### src/rtl/baud_pkg.sv
package baud_pkg;
  localparam int unsigned BYTE_W = 8;
  localparam int unsigned DIV_W  = 2 * BYTE_W;

  typedef enum logic [1:0] {
    SEL_DAT = 2'd0,
    SEL_IER = 2'd1,
    SEL_DLO = 2'd2,
    SEL_DHI = 2'd3
  } reg_sel_e;
endpackage

### src/rtl/baud_reg_steer.sv
module baud_reg_steer
  import baud_pkg::*;
#(
  parameter int unsigned BW = BYTE_W
) (
  input  logic          div_access,
  input  logic          reg_addr,
  input  logic          reg_wr,
  input  logic [BW-1:0] lo_q,
  input  logic [BW-1:0] hi_q,
  input  logic [BW-1:0] dat_rd,
  input  logic [BW-1:0] ier_rd,
  output logic          lo_wr,
  output logic          hi_wr,
  output logic          dat_wr,
  output logic          ier_wr,
  output logic [BW-1:0] rd_data
);
  reg_sel_e sel;

  always_comb begin
    sel = reg_sel_e'({div_access, reg_addr});
  end

  always_comb begin
    lo_wr  = 1'b0;
    hi_wr  = 1'b0;
    dat_wr = 1'b0;
    ier_wr = 1'b0;
    unique case (sel)
      SEL_DAT: begin dat_wr = reg_wr; rd_data = dat_rd; end
      SEL_IER: begin ier_wr = reg_wr; rd_data = ier_rd; end
      SEL_DLO: begin lo_wr  = reg_wr; rd_data = lo_q;   end
      default: begin hi_wr  = reg_wr; rd_data = hi_q;   end
    endcase
  end
endmodule

### src/rtl/baud_div_latch.sv
module baud_div_latch
  import baud_pkg::*;
#(
  parameter int unsigned BW = BYTE_W,
  localparam int unsigned DW = 2 * BW
) (
  input  logic          clk,
  input  logic          rst_n,
  input  logic          lo_wr,
  input  logic          hi_wr,
  input  logic [BW-1:0] wdata,
  output logic [BW-1:0] lo_q,
  output logic [BW-1:0] hi_q,
  output logic [DW-1:0] div_q,
  output logic          load,
  output logic [DW-1:0] load_val
);
  logic [BW-1:0] lo_d, hi_d;

  always_comb begin
    lo_d     = lo_wr ? wdata : lo_q;
    hi_d     = hi_wr ? wdata : hi_q;
    load     = lo_wr | hi_wr;
    load_val = {hi_d, lo_d};
    div_q    = {hi_q, lo_q};
  end

  always_ff @(posedge clk or negedge rst_n) begin
    if (!rst_n) begin
      lo_q <= '0;
      hi_q <= '0;
    end else if (load) begin
      lo_q <= lo_d;
      hi_q <= hi_d;
    end
  end
endmodule

### src/rtl/baud_counter.sv
module baud_counter #(
  parameter int unsigned DW = 16
) (
  input  logic          clk,
  input  logic          rst_n,
  input  logic          load,
  input  logic [DW-1:0] load_val,
  input  logic [DW-1:0] div_q,
  output logic          tick
);
  localparam logic [DW-1:0] ONE = DW'(1);

  logic [DW-1:0] cnt_q, cnt_d;
  logic          cnt_en;

  always_comb begin
    tick   = (div_q != '0) && (cnt_q == ONE);
    cnt_en = load || (cnt_q != '0);
    if (load)
      cnt_d = load_val;
    else if (cnt_q == ONE)
      cnt_d = div_q;
    else
      cnt_d = cnt_q - ONE;
  end

  always_ff @(posedge clk or negedge rst_n) begin
    if (!rst_n)
      cnt_q <= '0;
    else if (cnt_en)
      cnt_q <= cnt_d;
  end
endmodule

### src/rtl/baud_divgen.sv
module baud_divgen
  import baud_pkg::*;
#(
  parameter int unsigned BW = BYTE_W,
  localparam int unsigned DW = 2 * BW
) (
  input  logic          clk,
  input  logic          rst_n,
  input  logic          div_access,
  input  logic          reg_addr,
  input  logic          reg_wr,
  input  logic [BW-1:0] reg_wdata,
  output logic [BW-1:0] rd_data,
  output logic          dat_wr,
  output logic          ier_wr,
  input  logic [BW-1:0] dat_rd,
  input  logic [BW-1:0] ier_rd,
  output logic          baud_en
);
  logic          rst_meta_n, rst_q_n;
  logic          lo_wr, hi_wr, load;
  logic [BW-1:0] lo_q, hi_q;
  logic [DW-1:0] div_q, load_val;

  always_ff @(posedge clk or negedge rst_n) begin
    if (!rst_n) begin
      rst_meta_n <= 1'b0;
      rst_q_n    <= 1'b0;
    end else begin
      rst_meta_n <= 1'b1;
      rst_q_n    <= rst_meta_n;
    end
  end

  baud_reg_steer #(.BW(BW)) u_steer (
    .div_access (div_access),
    .reg_addr   (reg_addr),
    .reg_wr     (reg_wr),
    .lo_q       (lo_q),
    .hi_q       (hi_q),
    .dat_rd     (dat_rd),
    .ier_rd     (ier_rd),
    .lo_wr      (lo_wr),
    .hi_wr      (hi_wr),
    .dat_wr     (dat_wr),
    .ier_wr     (ier_wr),
    .rd_data    (rd_data)
  );

  baud_div_latch #(.BW(BW)) u_latch (
    .clk      (clk),
    .rst_n    (rst_q_n),
    .lo_wr    (lo_wr),
    .hi_wr    (hi_wr),
    .wdata    (reg_wdata),
    .lo_q     (lo_q),
    .hi_q     (hi_q),
    .div_q    (div_q),
    .load     (load),
    .load_val (load_val)
  );

  baud_counter #(.DW(DW)) u_cnt (
    .clk      (clk),
    .rst_n    (rst_q_n),
    .load     (load),
    .load_val (load_val),
    .div_q    (div_q),
    .tick     (baud_en)
  );
endmodule

### config.mk
export PLATFORM = sky130hd
export DESIGN_NAME = baud_divgen
export DESIGN_NICKNAME = d
export VERILOG_FILES = /design/src/rtl/baud_pkg.sv /design/src/rtl/baud_reg_steer.sv /design/src/rtl/baud_div_latch.sv /design/src/rtl/baud_counter.sv /design/src/rtl/baud_divgen.sv
export SDC_FILE = /design/constraint.sdc
export NUM_CORES = 1
export LEC_CHECK = 0
export BUFFER_PORTS_ARGS = -buffer_cell sky130_fd_sc_hd__buf_2
export CAP_MARGIN = 20
export CELL_PAD_IN_SITES_DETAIL_PLACEMENT = 2
export CELL_PAD_IN_SITES_GLOBAL_PLACEMENT = 2
export CORE_UTILIZATION = 37
export DETAILED_ROUTE_END_ITERATION = 12
export GPL_TIMING_DRIVEN = 0
export MAX_ROUTING_LAYER = met4
export PLACE_DENSITY_LB_ADDON = 0.15
export SLEW_MARGIN = 40
export SYNTH_ARGS = -nofsm -noshare
export SYNTH_HDL_FRONTEND = slang
export SYNTH_HIERARCHICAL = 1
export SYNTH_SLANG_ARGS = --single-unit
### constraint.sdc
create_clock -name clk -period 2.3 [get_ports clk]
set_input_delay 0.115 -clock clk [delete_from_list [all_inputs] [get_ports clk]]
set_output_delay 0.115 -clock clk [all_outputs]
set_load 0.01 [all_outputs]
==> results of run 1 <==
## cell usage in the layout (no fill, tap or decap), types with 3 or more instances in the layout
master / count
o311a_1: 3
o21ai_0: 4
mux2_2: 15
mux2_4: 18
nor2_1: 15
mux4_2: 6
nor4_1: 6
nand2_1: 12
buf_2: 42
clkbuf_8: 6
a31oi_1: 4
clkbuf_1: 3
dfrtp_1: 32
a21oi_1: 12
a2bb2oi_1: 4
nand3b_1: 3
nor3b_1: 3
xor2_1: 4
inv_1: 6
buf_6: 6
nor3_1: 7
buf_4: 21
o31ai_1: 6
## layer usage
metal	global-route usage [%]	vias to the layer above
li1	-	1017
met1	31.8	1080
met2	39.0	44
met3	2.67	7
met4	6.21	0
met5	-	-
## logic make-up after synthesis
family,Yosys count
AND/OR/NAND/NOR,73
XOR/XNOR,5
buffers and inverters,37
other,1
AO/OA/AOI/OAI,47
adder cells (fa/ha/maj),3
flip-flops,34
multiplexers,43
## where the power goes
part / switching [mW] / internal, mW / leakage (nW)
Sequential: 0.267 / 0.747 / 0.403
Combinational: 0.484 / 0.557 / 0.936
Clock: 0.226 / 0.242 / 0.0482
Total: 0.977 / 1.55 / 1.39
## sequential cells by signal (all words and copies together) (netlist names)
register,cells
u_cnt/cnt_q,16
u_latch/hi_q,8
u_latch/lo_q,8
rst_meta_n,1
rst_q_n,1
## stage by stage
step                setup TNS, ns  std cells  util, %  instance area [um^2]
CTS                             0        393     46.3                  3180
finish                          0        392     46.8                  3210
global placement            -3.22        378     43.1                  2960
global route                    0        392     46.8                  3210
detailed placement          -3.65        379     43.6                  3000
floorplan                       0        243        -                  2650
## cell type report
class | instances | area, um^2 | share of cell area [%]
Clock inverter | 1 | 5.00 | 0.156
Buffer | 29 | 250 | 7.79
Inverter | 7 | 26.3 | 0.818
Tap cell | 96 | 120 | 3.74
Timing Repair Buffer | 46 | 270 | 8.41
Sequential cell | 34 | 853 | 26.6
Clock buffer | 7 | 86.3 | 2.69
Multi-Input combinational cell | 172 | 1600 | 49.8
## worst max-delay path, delay by kind of cell (launching register included)
kind | cells | cell delay (ns)
AND/OR/NAND/NOR | 2 | 0.78
buffers and inverters | 4 | 0.55
flip-flops | 1 | 0.41
AO/OA/AOI/OAI | 2 | 0.18
adder cells (fa/ha/maj) | 1 | 0.17
## repair_timing
action / 4_1_cts / 5_1_grt
setup endpoints to repair: 14 / 11
buffers inserted: 5 / 0
resized for setup: 11 / 6
pin swaps: 3 / 2
hold buffers: 1 / 0
endpoints found under the hold margin: 2 / 0
cloned: 0 / 0
## worst paths after layout
path / end / slack, ns / depth (start not counted)
min in group asynchronous: rst_q_n / 0.14 / 2
max in group asynchronous: u_cnt/cnt_q[0] / 1.66 / 1
max: u_cnt/cnt_q[6] / 0.09 / 9
min reg2reg: u_latch/lo_q[2] / 0.20 / 0
max reg2reg: u_cnt/cnt_q[6] / 0.09 / 9
min: u_latch/hi_q[6] / 0.12 / 2
==> out/summary.txt, run 1 <==
Status = complete, no violations
TritonCTS Buffers = 5
DIE AREA = 7490 um^2
Final hold slack = 0.117 ns
Slew Viols, Final = 0
Critical Path Start Type = flop
Tmin final = 2.21 ns
Design Power = 2.52 mW
Sequential cell area fraction in the yosys report = 32.2%
Global Route Usage Sum = 23.9%
H-tree Lvls = 2
CTS Sinks = 34
CP Capture Type = flop
Min-delay src = reg_wdata[6]
Routability cong. = 0.801
Leakage Power = 1.39 nW
Register bit total from synthesis = 34
Pwr dens = 786 nW/um^2
Kind of critical path = reg -> reg
Post-synthesis mux area share = 24.4%
CP cell instances = inv_2 -> ha_4 -> or4b_4 -> buf_6 -> nor4_4 -> buf_6 -> buf_4 -> a2bb2oi_1 -> o311a_1
Initial antenna violation count = 0
Crit path max fanout = 8
Largest net degree at the start of global routing = 19
Max-slew headroom = 63.9%
Diode count = 0
Congestion Overflow GR = 0
Initial Util = 38.5%
Met2 wire length = 3990 um
Core area = 6870 um^2
Asr flop ratio synth = 100%
Vias in the first global route = 2323
Final Net Count = 327
Dpl hpwl = 6370 um
Post-Synth Adder-Cell Area = 1.42%
Die W = 86.6 um
Area delta synth->final = 21.4%
DR WL/cell = 20.5 um
Worst-margin pin slew = 0.539 ns
Synth area leaders = dfrtp_1, mux2_4, mux2_2
Via count = 2148
Max Clock Skew = 0.00778 ns
PortBufs = 39
Dominant cell by count in the synthesized netlist = dfrtp_1
Peak supply drop = 0.254 mV
Final WL = 8040 um
Post-Synth Simple-Gate Area = 16.7%
R2R Path Start = u_cnt/cnt_q[1]
Number of synthesized flops with an enable pin = 0
Synthesized area per cell = 10.9 um^2
Most frequent cells after synthesis = dfrtp_1, mux2_4, buf_4
Synthesized-area fraction occupied by xor and xnor cells = 1.65%
CP required = 2.47 ns
Met3 WL = 177 um
Drt pass-1 iters = 4
Area leader, netlist = dfrtp_1
CTS tree = done
Crit path launch = u_cnt/cnt_q[1]
Syn nets = 275
Vias per cell = 5.48
Final Hold Fails = 0
Slowest cell on crit path = or4b_4
RSZ-0062 raised after global routing = no
Bufs on Longest Clock Path = 2
Final setup fails = 0
Max cap viols = 0
Post-Syn Area = 2650 um^2
Top_reg_cell synth = dfrtp_1
Post-synth top area share = 32.2%
Syn. warnings = 6
Complex-gate fraction of the synthesized area = 13.1%
Largest family of logic cells by synthesized area = multiplexers
WP data arrival = 2.38 ns
Layout cells sized above 1 = 47.6%
Crit-path max cell delay = 0.46 ns
Clock-pin slew on the worst setup and hold paths = 0.07 ns
Post-Synthesis Cells = 243
First-pass GRT wire length = 13100 um
Post-DRT Antenna Nets = 0
Worst Hold Class = in -> reg
Root buffer cell = clkbuf_8
Starting DRT DRC Count = 72
DIE HEIGHT = 86.6 um
I/O pins = 40
Max Clk Rate = 452 MHz
Final worst-path setup slack = 0.0891 ns
Max layer used = met4
Period utilization = 96.1%
DRC viols = 0
Count of cell types in the netlist = 58
Filler instances = 724
Worst-Skew Late Latency = 0.29 ns
Worst slack, placed = -0.472 ns
CP most frequent cell = buf_6
Rows = 30
Metal-1 WL = 3780 um
(Power assumes the default switching activity.)
==> run 2, diff against run 1 <==
PLACE_DENSITY = 0.82   (was not set)
PLACE_DENSITY_LB_ADDON = not set   (was 0.15)
==> run 2 against run 1 <==
Final area is 0.31% higher; die area stayed put; register-to-register slack worse by 0.02 ns; wire length is 4.6% higher; hold slack worse by 0.0047 ns; critical path depth is 1 lower; highest routed layer unchanged.
==> out/summary.txt, run 2 (synthesis gave the netlist of run 1 again) <==
Status = complete, no violations
Vias in the first global route = 2467
Pwr dens = 800 nW/um^2
Worst-Skew Late Latency = 0.29 ns
CP required = 2.47 ns
Combinational share of power = 42.0%
Post-DRT Antenna Nets = 0
Routability cong. = 0.798
Max Clk Rate = 448 MHz
Initial antenna violation count = 0
Area delta synth->final = 21.7%
Critical Path Start Type = flop
Global Route Usage Sum = 25.2%
Peak supply drop = 0.279 mV
Final Net Count = 327
Vias per cell = 5.57
DIE HEIGHT = 86.6 um
Largest net degree at the start of global routing = 33
CTS Sinks = 34
Busiest grt layer = met2
Internal power = 1.56 mW
TritonCTS Buffers = 5
Max Clock Skew = 0.00637 ns
Met3 Track Usage GR = 3.71%
Max cap viols = 0
Design Power = 2.58 mW
Final setup fails = 0
Largest register FFs = 16
Clock-pin slew on the worst setup and hold paths = 0.07 ns
Slew Viols, Final = 0
Rows = 30
Via count = 2185
DIE AREA = 7490 um^2
Kind of critical path = reg -> reg
CP Capture Type = flop
Net load switching power = 1.02 mW
Diode count = 0
DRC viols = 0
Starting DRT DRC Count = 111
Max-slew headroom = 49.6%
Layout cells sized above 1 = 48.3%
CTS tree = done
Clock Power Share = 18.1%
Dpl hpwl = 6100 um
Bufs on Longest Clock Path = 2
Final Hold Fails = 0
Worst Hold Class = in -> reg
Sw Ratio = 39.5%
Worst-margin pin slew = 0.756 ns
Period utilization = 97.0%
Crit path max fanout = 8
Drt pass-1 iters = 4
H-tree Lvls = 2
DR WL/cell = 21.4 um
Die W = 86.6 um
Root buffer cell = clkbuf_8
Final WL = 8410 um
Reg power frac = 39.9%
Leakage Power = 1.39 nW
WP data arrival = 2.40 ns
Core area = 6870 um^2
Final instance area = 3220 um^2
Largest Register = u_cnt/cnt_q
Commonest non-fill, non-tap cell in the layout = buf_2
Most frequent cells in the layout = buf_2, dfrtp_1, buf_4
Placed Area = 2980 um^2
Tmin final = 2.23 ns
Filler instances = 727
Initial Util = 38.5%
Largest registers = u_cnt/cnt_q x16, u_latch/hi_q x8, u_latch/lo_q x8
Met2 usage in global routing = 44.1%
Final hold slack = 0.113 ns
PortBufs = 39
Congestion Overflow GR = 0
M1 GR Usage = 30.6%
I/O pins = 40
First-pass GRT wire length = 13800 um
[run 2: changes by cell type in the layout (fill, tap and decap cells not counted)]
cell / change
a2111oi_1: -1
a2111oi_4: +1
a211oi_1: -1
a211oi_2: +1
buf_16: -1
buf_4: +1
nor2_1: -1
nor2_2: +1
nor4_2: -1
nor4_4: +1
or4b_1: +1
or4b_4: -1
[run 2: worst max-delay path, stage by stage, from the launching register on]
cell and delay, ns:
dfrtp_1 0.41, inv_2 0.09, ha_4 0.15, or4b_1 0.45, buf_6 0.16, nor4_4 0.34
buf_6 0.20, nor3_2 0.07, a2111oi_4 0.24
[run 2: timing repair]
action                                  4_1_cts  5_1_grt
endpoints found under the hold margin         2        0
endpoints found under the setup margin       14       14
pin swaps                                     5        2
hold buffers                                  1        0
buffers inserted                              6        0
gates resized for setup                      12        8
[run 2: cell type report]
cell class / instances / area [um^2] / area share [%]
plain buffers: 29 / 250 / 7.77
clock buffers: 7 / 86.3 / 2.68
clock inverters: 1 / 5.00 / 0.155
inverters: 7 / 26.3 / 0.816
multi-input cells: 172 / 1630 / 50.6
flip-flops and latches: 34 / 853 / 26.5
well taps: 96 / 120 / 3.73
repair buffers: 46 / 250 / 7.77
[run 2: final timing paths]
check / startpoint / to / slack [ns] / depth (start not counted)
min reg2reg: rst_q_n / u_latch/lo_q[3] / 0.34 / 0
min in group asynchronous: rst_n / rst_q_n / 0.13 / 2
max: u_cnt/cnt_q[1] / u_cnt/cnt_q[4] / 0.07 / 8
min: reg_wdata[6] / u_latch/hi_q[6] / 0.11 / 2
max in group asynchronous: rst_q_n / u_cnt/cnt_q[0] / 1.43 / 0
max reg2reg: u_cnt/cnt_q[1] / u_cnt/cnt_q[4] / 0.07 / 8
[run 2: per-stage QoR]
stage          std cells  TNS [ns]  utilization [%]  worst slack (ns)
3_5_place_dp         378     -3.94             43.3            -0.501
3_3_place_gp         378     -2.99             43.1            -0.451
4_1_cts              393         0             46.3          0.000267
6_report             392         0             46.9            0.0689
2_1_floorplan        243         0                -             0.188
5_1_grt              392  -0.00282             46.9          -0.00282
[run 2: routing by layer]
| metal | routed length (um) | share of wire, % |
|---|---|---|
| met1 | 3690 | 44 |
| met3 | 197 | 2.3 |
| met5 | 0 | 0 |
| met2 | 4370 | 52 |
| met4 | 147 | 1.7 |
[run 2: power by group through the flow]
stage	logic [mW]	registers (mW)	clock network [mW]
2_1_floorplan	0.728	0.912	0
3_3_place_gp	0.924	0.977	0
3_5_place_dp	0.959	1.00	0
4_1_cts	1.06	1.01	0.477
5_1_grt	1.17	1.06	0.495
6_report	1.08	1.03	0.466
==> run 3, diff against run 2 <==
clock period = 2.54 ns   (was 2.3 ns; I/O delays follow)
==> run 3 against run 2 <==
Final cell count is 0.26% higher; setup slack gained 0.022 ns; sequential power is 12% lower; final area fell by 1.9%; via count is 1.8% higher; critical path depth up 1; power decreased by 13%; global-route usage down 0.72 points; critical endpoint unchanged.
==> out/summary.txt, run 3 (synthesis gave the netlist of run 1 again) <==
Status = complete, no violations
Crit path max fanout = 8
R2R Path Start = u_cnt/cnt_q[1]
DR WL/cell = 21.4 um
Reg-to-reg endpoint = u_cnt/cnt_q[4]
Layout cells sized above 1 = 45.5%
Bufs on Longest Clock Path = 2
Rows = 30
Worst slack, placed = -0.273 ns
Min-delay src = reg_wdata[6]
I/O pins = 40
Core area = 6870 um^2
Post-DRT Antenna Nets = 0
Vias per cell = 5.66
Max Clk Rate = 408 MHz
WP data arrival = 2.62 ns
Area delta synth->final = 19.4%
Crit-path max cell delay = 0.43 ns
TritonCTS Buffers = 5
Global Route Usage Sum = 24.5%
CP delay by family, top = simple AND/OR/NAND/NOR gates
Starting DRT DRC Count = 83
Filler instances = 736
Pwr dens = 711 nW/um^2
Worst-Skew Late Latency = 0.29 ns
Max Clock Skew = 0.00498 ns
Critical Path Start Type = flop
Congestion Overflow GR = 0
Worst hold path stage count = 2
Cell count after placement = 378
CP Capture Type = flop
CTS Sinks = 34
Via count = 2224
Slew Viols, Final = 0
Final worst-path setup slack = 0.0914 ns
Most frequent cells in the layout = buf_2, dfrtp_1, buf_4
Final WL = 8410 um
Largest Register = u_cnt/cnt_q
Largest registers = u_cnt/cnt_q x16, u_latch/hi_q x8, u_latch/lo_q x8
Largest register FFs = 16
H-tree Lvls = 2
Period utilization = 96.4%
Final Net Count = 328
Worst Hold Class = in -> reg
Kind of critical path = reg -> reg
Setup TNS = 0 ns
Leakage Power = 1.36 nW
Buffers and inverters on the worst path = 4
Worst-margin pin slew = 0.752 ns
Slowest cell on crit path = dfrtp_1
Drt pass-1 iters = 4
Initial antenna violation count = 0
Root buffer cell = clkbuf_8
Fin util = 46.0%
First-pass GRT wire length = 13400 um
Tmin final = 2.45 ns
DIE AREA = 7490 um^2
CP cell instances = inv_2 -> ha_4 -> or4b_1 -> buf_2 -> nor4_4 -> buf_4 -> buf_6 -> nor3_2 -> a2111oi_4
WHS Endpoint = u_latch/hi_q[6]
DIE HEIGHT = 86.6 um
Vias in the first global route = 2432
Final Hold Fails = 0
Max cap viols = 0
Diode count = 0
R2r worst-path depth = 9
Initial Util = 38.5%
Commonest non-fill, non-tap cell in the layout = buf_2
Largest net degree at the start of global routing = 33
CTS tree = done
Final setup fails = 0
Clock-pin slew on the worst setup and hold paths = 0.07 ns
R2R Setup Slk = 0.09 ns
Max-slew headroom = 49.9%
PortBufs = 39
Routability cong. = 0.798
DRC viols = 0
Dpl hpwl = 6100 um
Fin cells = 393
Die W = 86.6 um
CP required = 2.71 ns
Peak supply drop = 0.244 mV
## run 3: changes by cell type in the layout (fill, tap and decap cells not counted), sizes merged
cell	change
clkbuf	+1
## run 3: layout make-up
type / instances / area [um^2] / share of cell area [%]
Multi-Input combinational cell: 172 / 1570 / 49.8
Buffer: 30 / 248 / 7.84
Inverter: 7 / 26.3 / 0.832
Timing Repair Buffer: 46 / 248 / 7.84
Clock inverter: 1 / 5.00 / 0.158
Sequential cell: 34 / 852 / 27.0
Clock buffer: 7 / 86.3 / 2.73
Tap cell: 96 / 120 / 3.80
## run 3: what timing repair did
| item | 4_1_cts | 5_1_grt |
|---|---|---|
| endpoints found under the hold margin | 2 | 0 |
| pin swaps | 1 | 1 |
| endpoints found under the setup margin | 9 | 5 |
| resized for setup | 5 | 2 |
| hold buffers | 1 | 0 |
| gates cloned | 0 | 1 |
| setup buffers | 1 | 4 |
## run 3: per-layer routing
layer  vias to the layer above  track usage (%)  share of wire [%]
li1                       1021                -                  -
met1                      1149             29.9                 44
met2                        43             42.7                 52
met3                        11             3.52                2.4
met4                         0             6.21                1.8
met5                         -                -                  0
## run 3: stage by stage
stage                     instance area, um^2  hold slack [ns]  power (mW)
after floorplan                          2650           -0.169        1.48
after global placement                   2960          -0.0858        1.72
after detailed placement                 2980          -0.0846        1.78
after CTS                                3120            0.118        2.25
after global routing                     3160            0.125        2.37
final                                    3160            0.128        2.25
## run 3: worst max-delay path by stage
stage                    from         endpoint  slack [ns]  cells after the start
2_1_floorplan  u_cnt/cnt_q[1]   u_cnt/cnt_q[4]        0.43                      8
3_3_place_gp       div_access  u_cnt/cnt_q[15]       -0.22                     10
3_5_place_dp       div_access   u_cnt/cnt_q[9]       -0.27                     10
4_1_cts        u_cnt/cnt_q[1]   u_cnt/cnt_q[2]        0.03                      8
5_1_grt        u_cnt/cnt_q[1]   u_cnt/cnt_q[4]       -0.03                      9
6_report       u_cnt/cnt_q[1]   u_cnt/cnt_q[4]        0.09                      9
## run 3: power by group
group          switching (mW)  internal, mW  total (mW)
clock                   0.202         0.219       0.421
sequential              0.233         0.676       0.909
combinational           0.440         0.477       0.917
total                   0.876          1.37        2.25
